<file path="src/rtl/alu_slice4.sv">
module alu_slice4 (
  input  logic [3:0] op_a,
  input  logic [3:0] op_b,
  input  logic [3:0] func_sel,
  input  logic       logic_mode,
  input  logic       carry_in_n,
  output logic [3:0] result,
  output logic       carry_out_n,
  output logic       grp_prop_n,
  output logic       grp_gen_n,
  output logic       a_eq_b
);
  logic [3:0] x_term, y_term, bit_gen, bit_prop, logic_res;
  logic [4:0] arith_sum;
  logic       carry_in, grp_gen, grp_prop;

  assign carry_in = ~carry_in_n;

  always_comb begin
    unique case (func_sel[3:2])
      2'b00: x_term = op_a;
      2'b01: x_term = op_a & op_b;
      2'b10: x_term = op_a | op_b;
      default: x_term = ~op_a;
    endcase
    unique case (func_sel[1:0])
      2'b00: y_term = 4'b0000;
      2'b01: y_term = op_b;
      2'b10: y_term = ~op_b;
      default: y_term = op_a;
    endcase
  end

  assign arith_sum = {1'b0, x_term} + {1'b0, y_term} + {4'b0000, carry_in};

  assign bit_gen  = x_term & y_term;
  assign bit_prop = x_term ^ y_term;
  assign grp_gen  = bit_gen[3] | (bit_prop[3] & bit_gen[2])
                  | (bit_prop[3] & bit_prop[2] & bit_gen[1])
                  | (bit_prop[3] & bit_prop[2] & bit_prop[1] & bit_gen[0]);
  assign grp_prop = &bit_prop;

  always_comb
    for (int i = 0; i < 4; i++)
      logic_res[i] = func_sel[{op_a[i], op_b[i]}];

  assign result      = logic_mode ? logic_res : arith_sum[3:0];
  assign carry_out_n = logic_mode | ~arith_sum[4];
  assign grp_gen_n   = logic_mode | ~grp_gen;
  assign grp_prop_n  = logic_mode | ~grp_prop;
  assign a_eq_b      = ~logic_mode && (func_sel == 4'b0010) && (&result);
endmodule


</file>
<file path="config.mk">
export PLATFORM = sky130hd
export DESIGN_NAME = alu_slice4
export DESIGN_NICKNAME = d
export VERILOG_FILES = /design/src/rtl/alu_slice4.sv
export SDC_FILE = /design/constraint.sdc
export NUM_CORES = 1
export LEC_CHECK = 0
export ABC_AREA = 1
export BUFFER_PORTS_ARGS = -buffer_cell sky130_fd_sc_hd__buf_2
export CAP_MARGIN = 10
export CELL_PAD_IN_SITES_DETAIL_PLACEMENT = 1
export CELL_PAD_IN_SITES_GLOBAL_PLACEMENT = 1
export CORE_UTILIZATION = 32
export DETAILED_ROUTE_END_ITERATION = 6
export PLACE_DENSITY_LB_ADDON = 0.1
export SETUP_SLACK_MARGIN = 0.02
export SLEW_MARGIN = 30
export SYNTH_ARGS = -nofsm -noshare
export SYNTH_HDL_FRONTEND = slang
export SYNTH_SLANG_ARGS = --single-unit
</file>
<file path="constraint.sdc">
create_clock -name vclk -period 2.5
set_clock_uncertainty 0.2 [all_clocks]
set_input_delay 0.25 -clock vclk [all_inputs]
set_output_delay 0.25 -clock vclk [all_outputs]
set_load 0.05 [all_outputs]
</file>
==> results.md, run 1 <==
* Status: did not finish
* Failing step: global routing (5_1_grt)
* Error msg: [ERROR DPL-0033] detailed placement checks failed during check placement.
* Syn_nets at 128
* Largest net degree at the start of global routing at 10
* Synthesis Warnings at 0
* Row Count at 14
* Place WS at -0.3723 ns
* GRT worst endpoint: a_eq_b
* Post-synth cell types at 17
* Die height at 43.24 um
* Post-Syn Instances at between 100 and 150
* Syn avg cell area at 5.040 um^2
* Top cells by area, synth: nand2_1 (22%), o21ai_0 (14%), inv_1 (12%)
* DPL Wire Length at roughly 1800 um
* Largest area contributor in the netlist: nand2_1
* Hold_buf cts at 0
* Port buffer count at 22
* Initial antenna violation count at 0
* Post-Synthesis Cell Area at roughly 540 um^2
* I/O pins at 22
* Worst EP kind: output port
* Starting Density at between 30% and 40%
* Share of the synthesized area in the top cell type at between 20 and 25%
* GP Congestion at 0.8544
* Seq/Total Area, Yosys at 0%
* Horiz. Die Dim at between 40 and 50 um
stage by stage:
step,util (%),cell area (um^2),cells
floorplan,-,560.5,108
global placement,53.08,818.3,163
detailed placement,53.08,818.3,163
CTS,61.36,945.9,172
kinds of logic after synthesis:
| kind of cell | after synthesis | synth area share, % |
|---|---|---|
| and+or+nand+nor | 54 | 41.38 |
| AOI/OAI and AO/OA | 25 | 25.29 |
| buffers and inverters | 22 | 15.17 |
| adders and majority gates | 6 | 16.55 |
| xor gates and xnor gates | 1 | 1.609 |
cell usage after synthesis, types with 2 or more instances:
library cell / instances
inv_2: 4
fa_1: 2
a21oi_1: 5
nand3_1: 9
nand2_1: 32
inv_1: 17
nand4_1: 2
o21ai_2: 2
o31ai_1: 2
nor2_1: 9
o21ai_0: 15
ha_1: 4
what timing repair did:
action,4_1_cts
setup buffers,9
pin swaps,6
endpoints found under the setup margin,5
resized for setup,21
==> run 2, diff against run 1 <==
--- a/config.mk
+++ b/config.mk
@@ -8,12 +8,10 @@
 export ABC_AREA = 1
 export BUFFER_PORTS_ARGS = -buffer_cell sky130_fd_sc_hd__buf_2
 export CAP_MARGIN = 10
-export CELL_PAD_IN_SITES_DETAIL_PLACEMENT = 1
-export CELL_PAD_IN_SITES_GLOBAL_PLACEMENT = 1
-export CORE_UTILIZATION = 32
+export CORE_AREA = 2 2 63 65
 export DETAILED_ROUTE_END_ITERATION = 6
-export PLACE_DENSITY_LB_ADDON = 0.1
-export SETUP_SLACK_MARGIN = 0.02
+export DIE_AREA = 0 0 65 67
+export PLACE_DENSITY_LB_ADDON = 0.15
 export SLEW_MARGIN = 30
 export SYNTH_ARGS = -nofsm -noshare
 export SYNTH_HDL_FRONTEND = slang
==> run 2 against run 1 <==
The flow now finishes, with violations (negative setup slack). Synthesized cell count unchanged. Synthesized area stayed put.
==> results.md, run 2 <==
* Status: finished, violations left (was did not finish)
* Failing checks: negative setup slack
* Startpoint Class: input pin
* Commonest cells post-synth: nand2_1 (32), inv_1 (17), o21ai_0 (15) (unchanged)
* Layout Utilization at a little under a third
* Die area at about 4400 um^2
* Post-Syn Instances at 108 (unchanged)
* Setup crit end kind: output port
* Layout overhead on the synthesized area at 103.2%
* Share of cells above drive strength 1 at between 40% and 50%
* GP Congestion at 0.7389 (was 0.8544)
* Ant. Diodes at 0
* Met2 wire length at a little over 1000 um
* Placed insts at 196 (was 163)
* Measured slew at the worst slew-check pin at approximately 0.29 ns
* Worst Setup Slack, final at -0.01392 ns
* Commonest non-fill, non-tap cell in the layout: buf_4
* Die height at 67 um (was 43.24 um)
* Post-Synth XOR/XNOR Area at 1.609% (unchanged)
* Post-DRT Antenna Nets at 0
* Setup Crit Path Kind: input pin to output port
* Max cap viols at 0
* Seq/Total Area, Yosys at 0% (unchanged)
* Highest routed layer: met3
* Largest net degree at the start of global routing at 10
* Count of flip-flops and latches at 0
* Horiz. Die Dim at 65 um (was 43.24 um)
* DR WL/cell at 9.894 um
* Core Area at between 3000 and 4000 um^2
* Final period util at 100.6%
* Met3 WL at about 75 um
* CP Launch Point: op_b[0]
* Vias in the first global route at between 700 and 800
* Worst min-delay path category: input pin to output port
* Initial DRC Count at 18
* Cell Pwr Density at about 290 nW/um^2
* CP required at 2.05 ns
* Most common cell in the netlist: nand2_1 (unchanged)
* Leakage at between 0.5 and 0.6 nW
* Clock buffer count at 0
* Commonest non-fill, non-tap cells in the layout: buf_4 (31), nand2_1 (25), inv_1 (16)
* Synthesis Warnings at 0 (unchanged)
* Register area at 0 um^2
* Syn_nets at 128 (unchanged)
* Finished Layout Cells at between 200 and 250
* Max_slew headroom at between 80% and 90%
* Tot Pwr at 320.5 uW
* Synth Area in Compound Gates at 25.29% (unchanged)
* Total congestion overflow at 0
* Top cells by area, synth: nand2_1 (22%), o21ai_0 (14%), inv_1 (12%) (unchanged)
* Final net count at between 150 and 200
* Syn avg cell area at 5.040 um^2 (unchanged)
* Fmax at between 300 and 400 MHz
* Port buffer count at 22 (unchanged)
* Hold Fails Final Rpt at 0
* DPL Wire Length at 1720 um (was 1788 um)
* Peak supply drop at roughly 0.12 mV
* Hold_buf cts at 0 (unchanged)
* DRT Pass-1 Iters at 4
* Post-synth cell types at 17 (unchanged)
* Largest family of logic cells by synthesized area: simple AND/OR/NAND/NOR gates (unchanged)
* Initial antenna violation count at 0
* Synthesized-area fraction occupied by adder cells at 16.55% (unchanged)
* Starting Density at 15.09% (was 35.31%)
* CP Max Fanout at 5
* Vias per Instance at roughly 4.2
* Row Count at 22 (was 14)
* M1 WL at approximately 960 um
* Remaining DRCs at 0
* DR vias at roughly 870
* Fillers at roughly 430
* All-Layer GR Usage at 9.957%
* First-pass GRT wire length at between 3000 and 4000 um
* Min-delay src: op_a[2]
* RSZ-0062 raised after global routing: true
* I/O pins at 22 (unchanged)
* Final setup fails at 1
* Largest area contributor in the netlist: nand2_1 (unchanged)
* Proportion of synthesized area in mux cells at 0% (unchanged)
* Final wirelength at 2058 um
* Post-Synth Simple-Gate Area at 41.38% (unchanged)
* Share of the synthesized area in the top cell type at 22.07% (unchanged)
* Post-Synthesis Cell Area at 544.3 um^2 (unchanged)
* Arr. time, crit path at slightly above 2 ns
* Final min period at approximately 2.5 ns
* Max Slew Vio Count at 0
-- run 2: final cells by class --
class	instances	area, um^2	area share, %
Inverter	22	87.58	7.919
Multi-Input combinational cell	86	561.8	50.79
Timing Repair Buffer	52	396.6	35.86
Tap cell	48	60.06	5.430
-- run 2: cell families (layout without fill, tap and decap cells) --
family | after synthesis | after routing
AOI/OAI and AO/OA | 25 | 25
xor gates and xnor gates | 1 | 1
adders and majority gates | 6 | 6
buffers and inverters | 22 | 74
and+or+nand+nor | 54 | 54
-- run 2: what timing repair did --
| item | CTS | global route |
|---|---|---|
| gates cloned | 0 | 0 |
| setup buffers | 10 | 2 |
| setup endpoints to repair | 5 | 7 |
| resized for setup | 27 | 21 |
| endpoints found under the hold margin | 0 | 0 |
| pin swaps | 9 | 13 |
-- run 2: per-stage QoR --
step | instance area [um^2] | setup slack, ns | hold WS [ns] | TNS [ns]
after CTS | 1017 | -0.08903 | 0.8092 | -0.09804
after floorplan | 560.5 | -0.03852 | 0.5410 | -0.03852
final | 1106 | -0.01392 | 0.8018 | -0.01392
after global placement | 865.8 | -0.3817 | 0.8607 | -0.9683
after global routing | 1106 | -0.1508 | 0.8546 | -0.3157
after detailed placement | 865.8 | -0.3851 | 0.8490 | -0.9226
-- run 2: power breakdown --
| group | internal, mW | switching (mW) |
|---|---|---|
| Clock | 0 | 0 |
| Combinational | 0.139 | 0.181 |
| Sequential | 0 | 0 |
| Total | 0.139 | 0.181 |
-- run 2: final timing paths --
kind | to | cells past startpoint
worst max-delay path | a_eq_b | 14
worst min-delay path | result[2] | 5
-- run 2: worst max-delay path, cell delays in order --
cell	delay, ns
buf_12	0.09
inv_4	0.03
nand2_4	0.06
nand2_4	0.05
nor2_4	0.10
a21oi_4	0.05
fa_2	0.40
fa_2	0.38
xnor2_2	0.19
nand4_1	0.10
inv_1	0.08
nand2_2	0.06
nor2_4	0.08
buf_6	0.16
-- run 2: layer usage --
metal  vias up  GRT usage (%)
li1        457              -
met1       395          13.86
met2        20          17.91
met3         0         0.5068
met4         0              0
met5         -              0
No activity file was read; power rests on OpenSTA's default activity.
==> run 3, diff against run 2 <==
--- a/config.mk
+++ b/config.mk
@@ -5,7 +5,7 @@
 export SDC_FILE = /design/constraint.sdc
 export NUM_CORES = 1
 export LEC_CHECK = 0
-export ABC_AREA = 1
+export ABC_AREA = 0
 export BUFFER_PORTS_ARGS = -buffer_cell sky130_fd_sc_hd__buf_2
 export CAP_MARGIN = 10
 export CORE_AREA = 2 2 63 65
==> constraint.sdc (replaced) <==
create_clock -name vclk -period 2.5
set_clock_uncertainty 0.2 [all_clocks]
set_input_delay 0.5 -clock vclk [all_inputs]
set_output_delay 0.5 -clock vclk [all_outputs]
set_load 0.05 [all_outputs]
==> run 3 against run 2 <==
The flow still finishes with violations (negative setup slack). Non-clock buffer count rose by 14. Power rose by 52%. Design area rose by 27%. Sequential share of layout area did not move. Final cell count fell by 11%. Routed wire length rose by 21%. Global-route usage rose by 2.0 points. Synthesized cell count fell by 29%. Largest cell class unchanged. Largest power group unchanged.
==> results.md, run 3 <==
* I/O pins at 22 (unchanged)
* Syn_nets at 97 (was 128)
* Placed insts at 179 (was 196)
* Top Family by Delay on Critical Path: simple AND/OR/NAND/NOR gates (was adder cells)
* Final min period at 3.915 ns (was 2.514 ns)
* CP endpoint: a_eq_b (unchanged)
* Crit path cell chain: buf_8 -> and2_4 -> a211o_1 -> fa_2 -> fa_2 -> or4_1 -> or4b_4 -> a2111oi_4 -> buf_6 (was buf_12 -> inv_4 -> nand2_4 -> nand2_4 -> nor2_4 -> a21oi_4 -> fa_2 -> fa_2 -> xnor2_2 -> nand4_1 -> inv_1 -> nand2_2 -> nor2_4 -> buf_6)
* Total congestion overflow at 0 (unchanged)
* Largest family of logic cells by synthesized area: compound AO/OA/AOI/OAI gates (was simple AND/OR/NAND/NOR gates)
* Finished Layout Cells at 186 (was 208)
* DR vias at 827 (was 872)
* Post-Synth XOR/XNOR Area at 3.030% (was 1.609%)
* Final net count at 160 (was 182)
* Max Slew Vio Count at 0 (unchanged)
* Largest area contributor in the netlist: mux4_2 (was nand2_1)
* Die area at 4355 um^2 (unchanged)
* Seq/Total Area, Yosys at 0% (unchanged)
* Largest net degree at the start of global routing at 12 (was 10)
* Max_slew headroom at 82.28% (was 80.83%)
* Final setup fails at 8 (was 1)
* Worst hold slack at 1.295 ns (was 0.8018 ns)
* First-pass GRT wire length at 4167 um (was 3601 um)
* Commonest cells post-synth: o21ai_0 (9), nand2_1 (8), nor2_1 (6) (was nand2_1 (32), inv_1 (17), o21ai_0 (15))
* Commonest non-fill, non-tap cells in the layout: buf_4 (33), buf_6 (20), buf_2 (10) (was buf_4 (31), nand2_1 (25), inv_1 (16))
* Ant. Diodes at 0 (unchanged)
* Failing checks: negative setup slack (unchanged)
* Count of flip-flops and latches at 0 (unchanged)
* Row Count at 22 (unchanged)
* Setup Crit Path Kind: input pin to output port (unchanged)
* Post-DRT Antenna Nets at 0 (unchanged)
* Synthesized-area fraction occupied by adder cells at 15.58% (was 16.55%)
* DR WL/cell at 13.34 um (was 9.894 um)
* CP most frequent cell: fa_2
* Proportion of synthesized area in mux cells at 15.58% (was 0%)
* DRT Pass-1 Iters at 3 (was 4)
* RSZ-0062 raised after global routing: true (unchanged)
* Post-Synthesis Cell Area at 578.1 um^2 (was 544.3 um^2)
* Final period util at 156.6% (was 100.6%)
* Port buffer count at 22 (unchanged)
* Share of cells above drive strength 1 at 74.64% (was 48.75%)
* Measured slew at the worst slew-check pin at 0.2630 ns (was 0.2851 ns)
* Hold_buf cts at 0 (unchanged)
* GP Congestion at 0.8465 (was 0.7389)
* P_int at 251.6 uW (was 139.3 uW)
* Clock buffer count at 0 (unchanged)
* Vias in the first global route at 888 (was 799)
* Arr. time, crit path at 3.21 ns (was 2.06 ns)
* Tot Pwr at 486.2 uW (was 320.5 uW)
* Syn avg cell area at 7.507 um^2 (was 5.040 um^2)
* Layout overhead on the synthesized area at 142.6% (was 103.2%)
* Multi-input logic area at 758.2 um^2 (was 561.8 um^2)
* Status: finished, violations left (unchanged)
* CP max stage cell: or4b_4 (was fa_2)
* Horiz. Die Dim at 65 um (unchanged)
* Clock power frac at 0% (about the same)
* Die height at 67 um (unchanged)
* Final wirelength at 2481 um (was 2058 um)
* Critical Path Max Stage Delay at 0.51 ns (was 0.40 ns)
* Register area at 0 um^2 (unchanged)
* CP Max Fanout at 5 (unchanged)
* Remaining DRCs at 0 (unchanged)
* Share of the synthesized area in the top cell type at 15.58% (was 22.07%)
* Most common cell in the netlist: o21ai_0 (was nand2_1)
* Leakage at 0.5821 nW (was 0.5923 nW)
* Setup crit end kind: output port (unchanged)
* CP required at 1.80 ns (was 2.05 ns)
* Starting Density at 16.03% (was 15.09%)
* CP Launch Point: func_sel[2] (was op_b[0])
* Post-Synth Simple-Gate Area at 23.38% (was 41.38%)
* Comb power frac at 100.0% (about the same)
* Post-Syn Instances at 77 (was 108)
* Fillers at 377 (was 426)
* Final Cell Area at 1403 um^2 (was 1106 um^2)
* DPL Wire Length at 2005 um (was 1720 um)
* Synthesis Warnings at 0 (unchanged)
* Hold Fails Final Rpt at 0 (unchanged)
* Switch Pwr at 234.6 uW (was 181.1 uW)
* Vias per Instance at 4.446 (was 4.192)
* Cell Pwr Density at 346.6 nW/um^2 (was 289.7 nW/um^2)
* Worst min-delay path category: input pin to output port (unchanged)
* All-Layer GR Usage at 11.92% (was 9.957%)
* WP depth at 9 (was 14)
* Seq pwr share at 0% (about the same)
* Top cells by area, synth: mux4_2 (16%), ha_1 (8.7%), o21ai_0 (7.8%) (was nand2_1 (22%), o21ai_0 (14%), inv_1 (12%))
* Commonest non-fill, non-tap cell in the layout: buf_4 (unchanged)
* Area after DPL at 1132 um^2 (was 865.8 um^2)
* Startpoint Class: input pin (unchanged)
* Initial antenna violation count at 0 (unchanged)
* Crit path buffers/inverters at 2 (was 4)
* Core Area at 3606 um^2 (unchanged)
* Sw Ratio at 48.26% (was 56.52%)
* Fmax at 255.5 MHz (was 397.8 MHz)
* Worst Setup Slack, final at -1.415 ns (was -0.01392 ns)
* Synth Area in Compound Gates at 37.23% (was 25.29%)
* Post-synth cell types at 31 (was 17)
* Max cap viols at 0 (unchanged)
* Initial DRC Count at 16 (was 18)
* Peak supply drop at 0.08710 mV (was 0.1205 mV)
run 3: cells by family after synthesis:
| family | count (synthesis) |
|---|---|
| xor gates and xnor gates | 2 |
| adders and majority gates | 6 |
| and+or+nand+nor | 27 |
| muxes | 4 |
| AOI/OAI and AO/OA | 30 |
| buffers and inverters | 8 |
run 3: worst min-delay path by stage:
stage	cells after the start	slack, ns	start	endpoint
finish	4	1.30	logic_mode	result[0]
CTS	5	1.30	logic_mode	a_eq_b
detailed placement	4	1.34	logic_mode	result[2]
global placement	4	1.35	logic_mode	result[0]
floorplan	3	1.09	func_sel[3]	a_eq_b
global route	5	1.32	logic_mode	a_eq_b
run 3: metrics by stage:
step	setup TNS (ns)	utilization, %	worst slack, ns
after floorplan	-4.646	-	-1.706
after global placement	-5.809	31.40	-1.628
after detailed placement	-5.879	31.40	-1.659
after CTS	-7.737	37.86	-1.452
after global routing	-5.304	38.90	-1.468
final	-4.808	38.90	-1.415
run 3: routing by layer:
| metal | share of wire [%] | global-route usage (%) | vias up |
|---|---|---|---|
| li1 | - | - | 416 |
| met1 | 40 | 13.79 | 395 |
| met2 | 56 | 25.39 | 14 |
| met3 | 2.7 | 0.1689 | 2 |
| met4 | 1.4 | 0 | 0 |
| met5 | 0 | 0 | - |
run 3: power groups by stage:
stage | Clock [mW] | Sequential (mW) | Combinational [mW]
5_1_grt | 0 | 0 | 0.517
3_3_place_gp | 0 | 0 | 0.365
6_report | 0 | 0 | 0.486
2_1_floorplan | 0 | 0 | 0.227
4_1_cts | 0 | 0 | 0.449
3_5_place_dp | 0 | 0 | 0.366
run 3: final cells by class:
type	count	share of cell area [%]
multi-input cells	69	54.06
repair buffers	66	40.86
well taps	48	4.282
inverters	3	0.8029
run 3: tightest hold or removal path, delay by kind of cell:
| family | cells | cell delay [ns] |
|---|---|---|
| buffers and inverters | 3 | 0.43 |
| AO/OA/AOI/OAI | 1 | 0.06 |
run 3: timing repair:
| item | 4_1_cts | 5_1_grt |
|---|---|---|
| buffers inserted | 14 | 4 |
| cloned | 0 | 0 |
| gates resized for setup | 44 | 23 |
| pin swaps | 13 | 13 |
| setup endpoints to repair | 8 | 8 |
